===== src/rtl/sift_pkg.sv =====
package sift_pkg;

   // true when n is a power of two and at least 2
   function automatic bit is_pow2(int n);
      return (n >= 2) && ((n & (n - 1)) == 0);
   endfunction

   // choice of what the stage builds beside the sifting path
   typedef enum logic {
      SIFT_ONLY    = 1'b0,
      SIFT_AND_RES = 1'b1
   } sift_variant_e;

endpackage


===== src/rtl/sift_dline.sv =====
module sift_dline #(
   parameter int W = 33,
   parameter int N = 43
) (
   input  logic         clk,
   input  logic         rst_n,
   input  logic [W-1:0] din,
   output logic [W-1:0] dout
);

   if (N < 1) begin : g_bad_len
      $error("sift_dline: N must be at least 1");
   end

   if (N == 1) begin : g_single
      always_ff @(posedge clk or negedge rst_n) begin
         if (!rst_n) dout <= '0;
         else        dout <= din;
      end
   end else begin : g_chain
      logic [W-1:0] stg [N];
      always_ff @(posedge clk or negedge rst_n) begin
         if (!rst_n) begin
            for (int i = 0; i < N; i++) stg[i] <= '0;
         end else begin
            stg[0] <= din;
            for (int i = 1; i < N; i++) stg[i] <= stg[i-1];
         end
      end
      assign dout = stg[N-1];
   end

endmodule


===== src/rtl/sift_mean.sv =====
module sift_mean #(
   parameter int DW   = 16,
   parameter int NENV = 8
) (
   input  logic                 clk,
   input  logic                 rst_n,
   input  logic                 in_vld,
   input  logic [NENV*DW-1:0]   env,
   output logic                 mean_vld,
   output logic signed [DW-1:0] mean
);

   localparam int LG = $clog2(NENV);
   localparam int SW = DW + LG + 1;

   logic signed [SW-1:0] acc;
   logic signed [SW-1:0] rnd;
   logic signed [DW-1:0] mean_d;

   always_comb begin
      acc = '0;
      for (int i = 0; i < NENV; i++) begin
         acc = acc + SW'($signed(env[i*DW +: DW]));
      end
      rnd    = acc + SW'(NENV / 2);
      mean_d = DW'(rnd >>> LG);
   end

   always_ff @(posedge clk or negedge rst_n) begin
      if (!rst_n) begin
         mean_vld <= 1'b0;
         mean     <= '0;
      end else begin
         mean_vld <= in_vld;
         mean     <= in_vld ? mean_d : '0;
      end
   end

endmodule


===== src/rtl/sift_sub.sv =====
module sift_sub #(
   parameter int DW = 16
) (
   input  logic                 clk,
   input  logic                 rst_n,
   input  logic                 a_vld,
   input  logic signed [DW-1:0] a_re,
   input  logic signed [DW-1:0] a_im,
   input  logic                 b_vld,
   input  logic signed [DW-1:0] b_re,
   input  logic signed [DW-1:0] b_im,
   output logic                 q_vld,
   output logic signed [DW-1:0] q_re,
   output logic signed [DW-1:0] q_im
);

   localparam logic signed [DW:0] MAXV = {2'b00, {(DW-1){1'b1}}};
   localparam logic signed [DW:0] MINV = {2'b11, {(DW-1){1'b0}}};

   function automatic logic signed [DW-1:0] sat_sub(logic signed [DW-1:0] x,
                                                    logic signed [DW-1:0] y);
      logic signed [DW:0] d;
      d = (DW+1)'(x) - (DW+1)'(y);
      if (d > MAXV)      return DW'(MAXV);
      else if (d < MINV) return DW'(MINV);
      else               return DW'(d);
   endfunction

   logic both;
   assign both = a_vld & b_vld;

   always_ff @(posedge clk or negedge rst_n) begin
      if (!rst_n) begin
         q_vld <= 1'b0;
         q_re  <= '0;
         q_im  <= '0;
      end else begin
         q_vld <= both;
         q_re  <= both ? sat_sub(a_re, b_re) : '0;
         q_im  <= both ? sat_sub(a_im, b_im) : '0;
      end
   end

endmodule


===== src/rtl/sift_stage.sv =====
module sift_stage
   import sift_pkg::*;
#(
   parameter int            DW      = 16,
   parameter int            NENV    = 8,
   parameter int            ENV_LAT = 42,
   parameter int            RES_LAT = 220,
   parameter sift_variant_e VARIANT = SIFT_AND_RES
) (
   input  logic                 clk,
   input  logic                 rst_n,
   input  logic                 smp_vld,
   input  logic signed [DW-1:0] smp_re,
   input  logic signed [DW-1:0] smp_im,
   input  logic                 env_vld,
   input  logic [NENV*DW-1:0]   env_re,
   input  logic [NENV*DW-1:0]   env_im,
   output logic                 sft_vld,
   output logic signed [DW-1:0] sft_re,
   output logic signed [DW-1:0] sft_im,
   input  logic                 imf_vld,
   input  logic signed [DW-1:0] imf_re,
   input  logic signed [DW-1:0] imf_im,
   output logic                 res_vld,
   output logic signed [DW-1:0] res_re,
   output logic signed [DW-1:0] res_im
);

   localparam int PW      = 2*DW + 1;
   localparam int SFT_LEN = ENV_LAT + 1;

   if (!is_pow2(NENV)) begin : g_bad_nenv
      $error("sift_stage: NENV must be a power of two, at least 2");
   end
   if (DW < 2) begin : g_bad_dw
      $error("sift_stage: DW must be at least 2");
   end
   if (ENV_LAT < 0 || RES_LAT < 1) begin : g_bad_lat
      $error("sift_stage: ENV_LAT >= 0 and RES_LAT >= 1 required");
   end

   // packed input word: {valid, re, im}
   logic [PW-1:0] smp_word;
   assign smp_word = {smp_vld, smp_re, smp_im};

   // sifting path: delayed input vs. local mean
   logic [PW-1:0] sft_dly;
   sift_dline #(.W(PW), .N(SFT_LEN)) u_sft_dly (
      .clk(clk), .rst_n(rst_n), .din(smp_word), .dout(sft_dly)
   );

   logic                 mre_vld, mim_vld;
   logic signed [DW-1:0] mre, mim;

   sift_mean #(.DW(DW), .NENV(NENV)) u_mean_re (
      .clk(clk), .rst_n(rst_n), .in_vld(env_vld), .env(env_re),
      .mean_vld(mre_vld), .mean(mre)
   );
   sift_mean #(.DW(DW), .NENV(NENV)) u_mean_im (
      .clk(clk), .rst_n(rst_n), .in_vld(env_vld), .env(env_im),
      .mean_vld(mim_vld), .mean(mim)
   );

   sift_sub #(.DW(DW)) u_sft_sub (
      .clk(clk), .rst_n(rst_n),
      .a_vld(sft_dly[PW-1]), .a_re(sft_dly[2*DW-1:DW]), .a_im(sft_dly[DW-1:0]),
      .b_vld(mre_vld & mim_vld), .b_re(mre), .b_im(mim),
      .q_vld(sft_vld), .q_re(sft_re), .q_im(sft_im)
   );

   // residue path, built only in the companion variant
   if (VARIANT == SIFT_AND_RES) begin : g_res
      logic [PW-1:0] res_dly;
      sift_dline #(.W(PW), .N(RES_LAT)) u_res_dly (
         .clk(clk), .rst_n(rst_n), .din(smp_word), .dout(res_dly)
      );
      sift_sub #(.DW(DW)) u_res_sub (
         .clk(clk), .rst_n(rst_n),
         .a_vld(res_dly[PW-1]), .a_re(res_dly[2*DW-1:DW]), .a_im(res_dly[DW-1:0]),
         .b_vld(imf_vld), .b_re(imf_re), .b_im(imf_im),
         .q_vld(res_vld), .q_re(res_re), .q_im(res_im)
      );
   end else begin : g_no_res
      assign res_vld = 1'b0;
      assign res_re  = '0;
      assign res_im  = '0;
   end

endmodule


===== config.mk =====
export PLATFORM = sky130hd
export DESIGN_NAME = sift_stage
export DESIGN_NICKNAME = d
export VERILOG_FILES = /design/src/rtl/sift_pkg.sv /design/src/rtl/sift_dline.sv /design/src/rtl/sift_mean.sv /design/src/rtl/sift_sub.sv /design/src/rtl/sift_stage.sv
export SDC_FILE = /design/constraint.sdc
export NUM_CORES = 2
export LEC_CHECK = 0
export BUFFER_PORTS_ARGS = -buffer_cell sky130_fd_sc_hd__buf_2
export CAP_MARGIN = 5
export CORE_UTILIZATION = 50
export CTS_CLUSTER_SIZE = 12
export DETAILED_ROUTE_END_ITERATION = 7
export GPL_ROUTABILITY_DRIVEN = 0
export PLACE_DENSITY = 0.68
export SLEW_MARGIN = 20
export SYNTH_ARGS = -nofsm -noshare
export SYNTH_HDL_FRONTEND = slang
export SYNTH_HIERARCHICAL = 1
export SYNTH_SLANG_ARGS = --single-unit

===== constraint.sdc =====
create_clock -name clk -period 2.7 [get_ports clk]
set_input_delay 0.54 -clock clk [delete_from_list [all_inputs] [get_ports clk]]
set_output_delay 0.54 -clock clk [all_outputs]
set_load 0.1 [all_outputs]

==> summary.md <==
| Metric | Value |
|---|---|
| Leak Pwr | `roughly 0.14 µW` |
| Post-synthesis sequential area ratio | `0.9464` |
| Synth warn | `6` |
| Hold Fails Final Rpt | `0` |
| FF+latch count, synth | `roughly 8,800` |
| Crit path kind | `primary input to flop` |
| IO Pins | `391` |
| Area of the multi-input gates | `between 0.01 and 0.015 mm²` |
| Worst-Margin Slew | `0.9630 ns` |
| Die width | `683.4 µm` |
| Max cap viols | `0` |
| Initial antenna violation count | `15` |
| Ys async rst share | `1.000` |
| First-pass GRT wire length | `roughly 670,000 µm` |
| Synthesis-to-finish area growth | `16.30%` |
| Failing checks | `negative setup slack` |
| CTS buffer count | `822` |
| Met3 Wirelength | `16,030 µm` |
| Core Rows | `about 250` |
| Uppermost routed layer | `met4` |
| Fmax | `283.1 MHz` |
| Slew margin rel. | `0.3580` |
| Setup TNS Final | `-21.03 ns` |
| Most frequent cells in the layout | `dfrtp_1, clkbuf_16, inv_1` |
| DIE AREA | `about 0.47 mm²` |
| Wire per inst | `23.41 µm` |
| Post-synth top area share | `0.9464` |
| Slew Viols, Final | `0` |
| Commonest non-fill, non-tap cell in the layout | `dfrtp_1` |
| Post-layout nets | `about 13,000` |
| CTS max path bufs | `4` |
| Post-Syn Nets | `roughly 11,000` |
| Max H-tree Level | `6` |
| Cell area after layout | `about 0.27 mm²` |
| Post-DP Area | `0.2452 mm²` |
| Ratio of final minimum period to clock period | `1.308` |
| Synth Flop Type | `dfrtp_1` |
| Final ANT Viol Nets | `0` |
| Fin crit period | `3.533 ns` |
| Skew-Pair Late Insertion Delay | `1.08 ns` |
| Worst EP required | `between 3 and 4 ns` |
| FF/Latch Area | `~0.22 mm²` |
| Worst Setup Start Kind | `primary input` |
| Unique masters post-synth | `64` |
| Total global routing overflow | `0` |
| Status | `finished with violations` |
| Hold WC Path Type | `primary input to flop` |
| Synth Instances | `around 10,000` |
| Core area | `around 0.46 mm²` |
| Setup WS post-layout | `-0.8326 ns` |
| DP HPWL | `between 150,000 and 200,000 µm` |
| Via count | `about 86,000` |
| CTS tree | `done` |
| Filler instances | `30,550` |
| RSZ-0062 raised after global routing | `true` |
| Share of layout cells above drive strength 1 | `0.1636` |
| Pwr Density | `987.1 mW/mm²` |
| DRT Pass-1 Iters | `6` |
| Max rail drop VDD | `0.7162 mV` |
| Clock sinks | `8,779` |
| Clock Skews | `roughly 0.050 ns` |
| Vias per cell | `4.689` |
| Crit path DAT | `4.49 ns` |
| Mean post-synth cell area | `between 20 and 25 µm²` |
| Initial DRC Count | `roughly 5,800` |
| Largest net degree at the start of global routing | `195` |
| Met1 WL | `159,000 µm` |
| Height of the chip | `683.4 µm` |
| Worst-path clk slew | `~0.060 ns` |
| Vias in the first global route | `106,300` |
| Synthesized cell area | `0.2321 mm²` |
| Starting Density | `0.5034` |
| Post-synth EDFFs | `0` |
| DRT Wirelength | `429,700 µm` |
| Final setup fails | `60` |
| Root Driver | `clkbuf_16` |
| IO Port Bufs | `390` |
| Area leader, netlist | `dfrtp_1` |
| Worst setup EP type | `flop` |
| DRC | `0` |
| Crit-path max FO | `3` |
| Tot GR Track Use | `0.1899` |
| WL met2 | `238,000 µm` |
| Top cells by area, synth | `dfrtp_1, fa_1, inv_1` |
metal layers:
metal | up-vias | track usage
li1 | 34910 | -
met1 | 48100 | 0.2313
met2 | 2097 | 0.3449
met3 | 955 | 0.03022
met4 | 0 | 0.06806
met5 | - | 0
kinds of logic (layout without fill, tap and decap cells):
logic type / Yosys count / count (layout) / share of synthesized area
flops: 8779 / 8779 / 0.9464
xor+xnor: 58 / 58 / 0.002188
fa+ha+maj: 302 / 302 / 0.02287
compound gates: 336 / 336 / 0.009853
simple gates: 259 / 259 / 0.005665
mux: 22 / 22 / 0.001003
other cells: 0 / 20 / 0
buf+inv: 664 / 2428 / 0.01205
area by class of cell:
type | instances | share of cell area
sequential | 8779 | 0.8138
inverter | 568 | 0.008124
multi-input combinational | 977 | 0.03969
tap | 6149 | 0.02850
clock inverter | 72 | 0.004528
clock buffer | 962 | 0.08004
antenna | 20 | 0.0001854
timing repair buffer | 826 | 0.02512
registers in the layout (all words and copies together) (netlist names):
signal and cells:
u_mean_re/mean_vld 1, u_sft_dly/dout 33, u_mean_im/mean 16, u_mean_im/mean_vld 1, g_res.u_res_sub/q_im 16, g_res.u_res_sub/q_re 16
u_mean_re/mean 16, u_sft_dly/g_chain.stg 1386, g_res.u_res_sub/q_vld 1, u_sft_sub/q_vld 1, g_res.u_res_dly/dout 33, g_res.u_res_dly/g_chain.stg 7227
u_sft_sub/q_im 16, u_sft_sub/q_re 16
synthesized netlist by cell type, types with 28 or more instances:
master    instances
a21o_1           40
a21oi_1          94
buf_4            66
dfrtp_1        8779
fa_1            204
ha_1             98
inv_1           568
nand2_1          78
nand2b_1         28
nor2_1           56
o21ai_0          40
o21ai_1          32
xnor2_1          32
repair_timing:
action,CTS,global route
buffers inserted,18,23
cloned,1,1
pin swaps,99,79
hold endpoints to repair,1794,0
hold buffers,51,0
setup endpoints to repair,93,87
gates resized for setup,185,124
power breakdown:
part	total, µW	switching, µW	internal (µW)
sequential	136000	1390	134000
clock	105000	48500	56500
combinational	25700	15100	10600
total	266000	65000	201000
final timing paths:
kind / depth (start not counted) / to / startpoint / slack [ns]
setup / recovery: 16 / u_mean_im/mean[15]$_DFF_PN0_ / env_im[83] / -0.83
hold / removal: 2 / u_sft_dly/g_chain.stg[1390]$_DFF_PN0_ / smp_im[4] / 0.11
setup reg to reg: 11 / u_sft_sub/q_re[14]$_DFF_PN0_ / u_mean_re/mean[0]$_DFF_PN0_ / -0.18
hold reg to reg: 0 / g_res.u_res_dly/g_chain.stg[5526]$_DFF_PN0_ / g_res.u_res_dly/g_chain.stg[5559]$_DFF_PN0_ / 0.31
max in group asynchronous: 5 / g_res.u_res_dly/g_chain.stg[6466]$_DFF_PN0_ / rst_n / 1.12
min in group asynchronous: 3 / g_res.u_res_dly/g_chain.stg[772]$_DFF_PN0_ / rst_n / 0.28
critical path, stage by stage:
cell     delay, ns
buf_2         0.14
inv_8         0.03
fa_1          0.53
inv_1         0.06
fa_1          0.49
fa_1          0.50
inv_1         0.05
fa_1          0.49
inv_1         0.04
ha_2          0.18
or3_4         0.39
o22ai_4       0.26
buf_6         0.14
o211a_1       0.18
a21o_1        0.16
mux2_4        0.30
through the flow:
stage                     power [µW]  setup slack, ns  utilization  instances  hold slack (ns)
final                         266500          -0.8326       0.5855      18350           0.1145
after detailed placement      159000           -2.242       0.5317      17210           0.3347
after global placement        157900           -2.194       0.5317      17210           0.3311
after global routing          276900          -0.8997       0.5854      18340          0.06366
after floorplan               149300           -1.442            -      10420           0.2444
after CTS                     267900          -0.6716       0.5841      18310         0.001686
(Power assumes the default switching activity.)
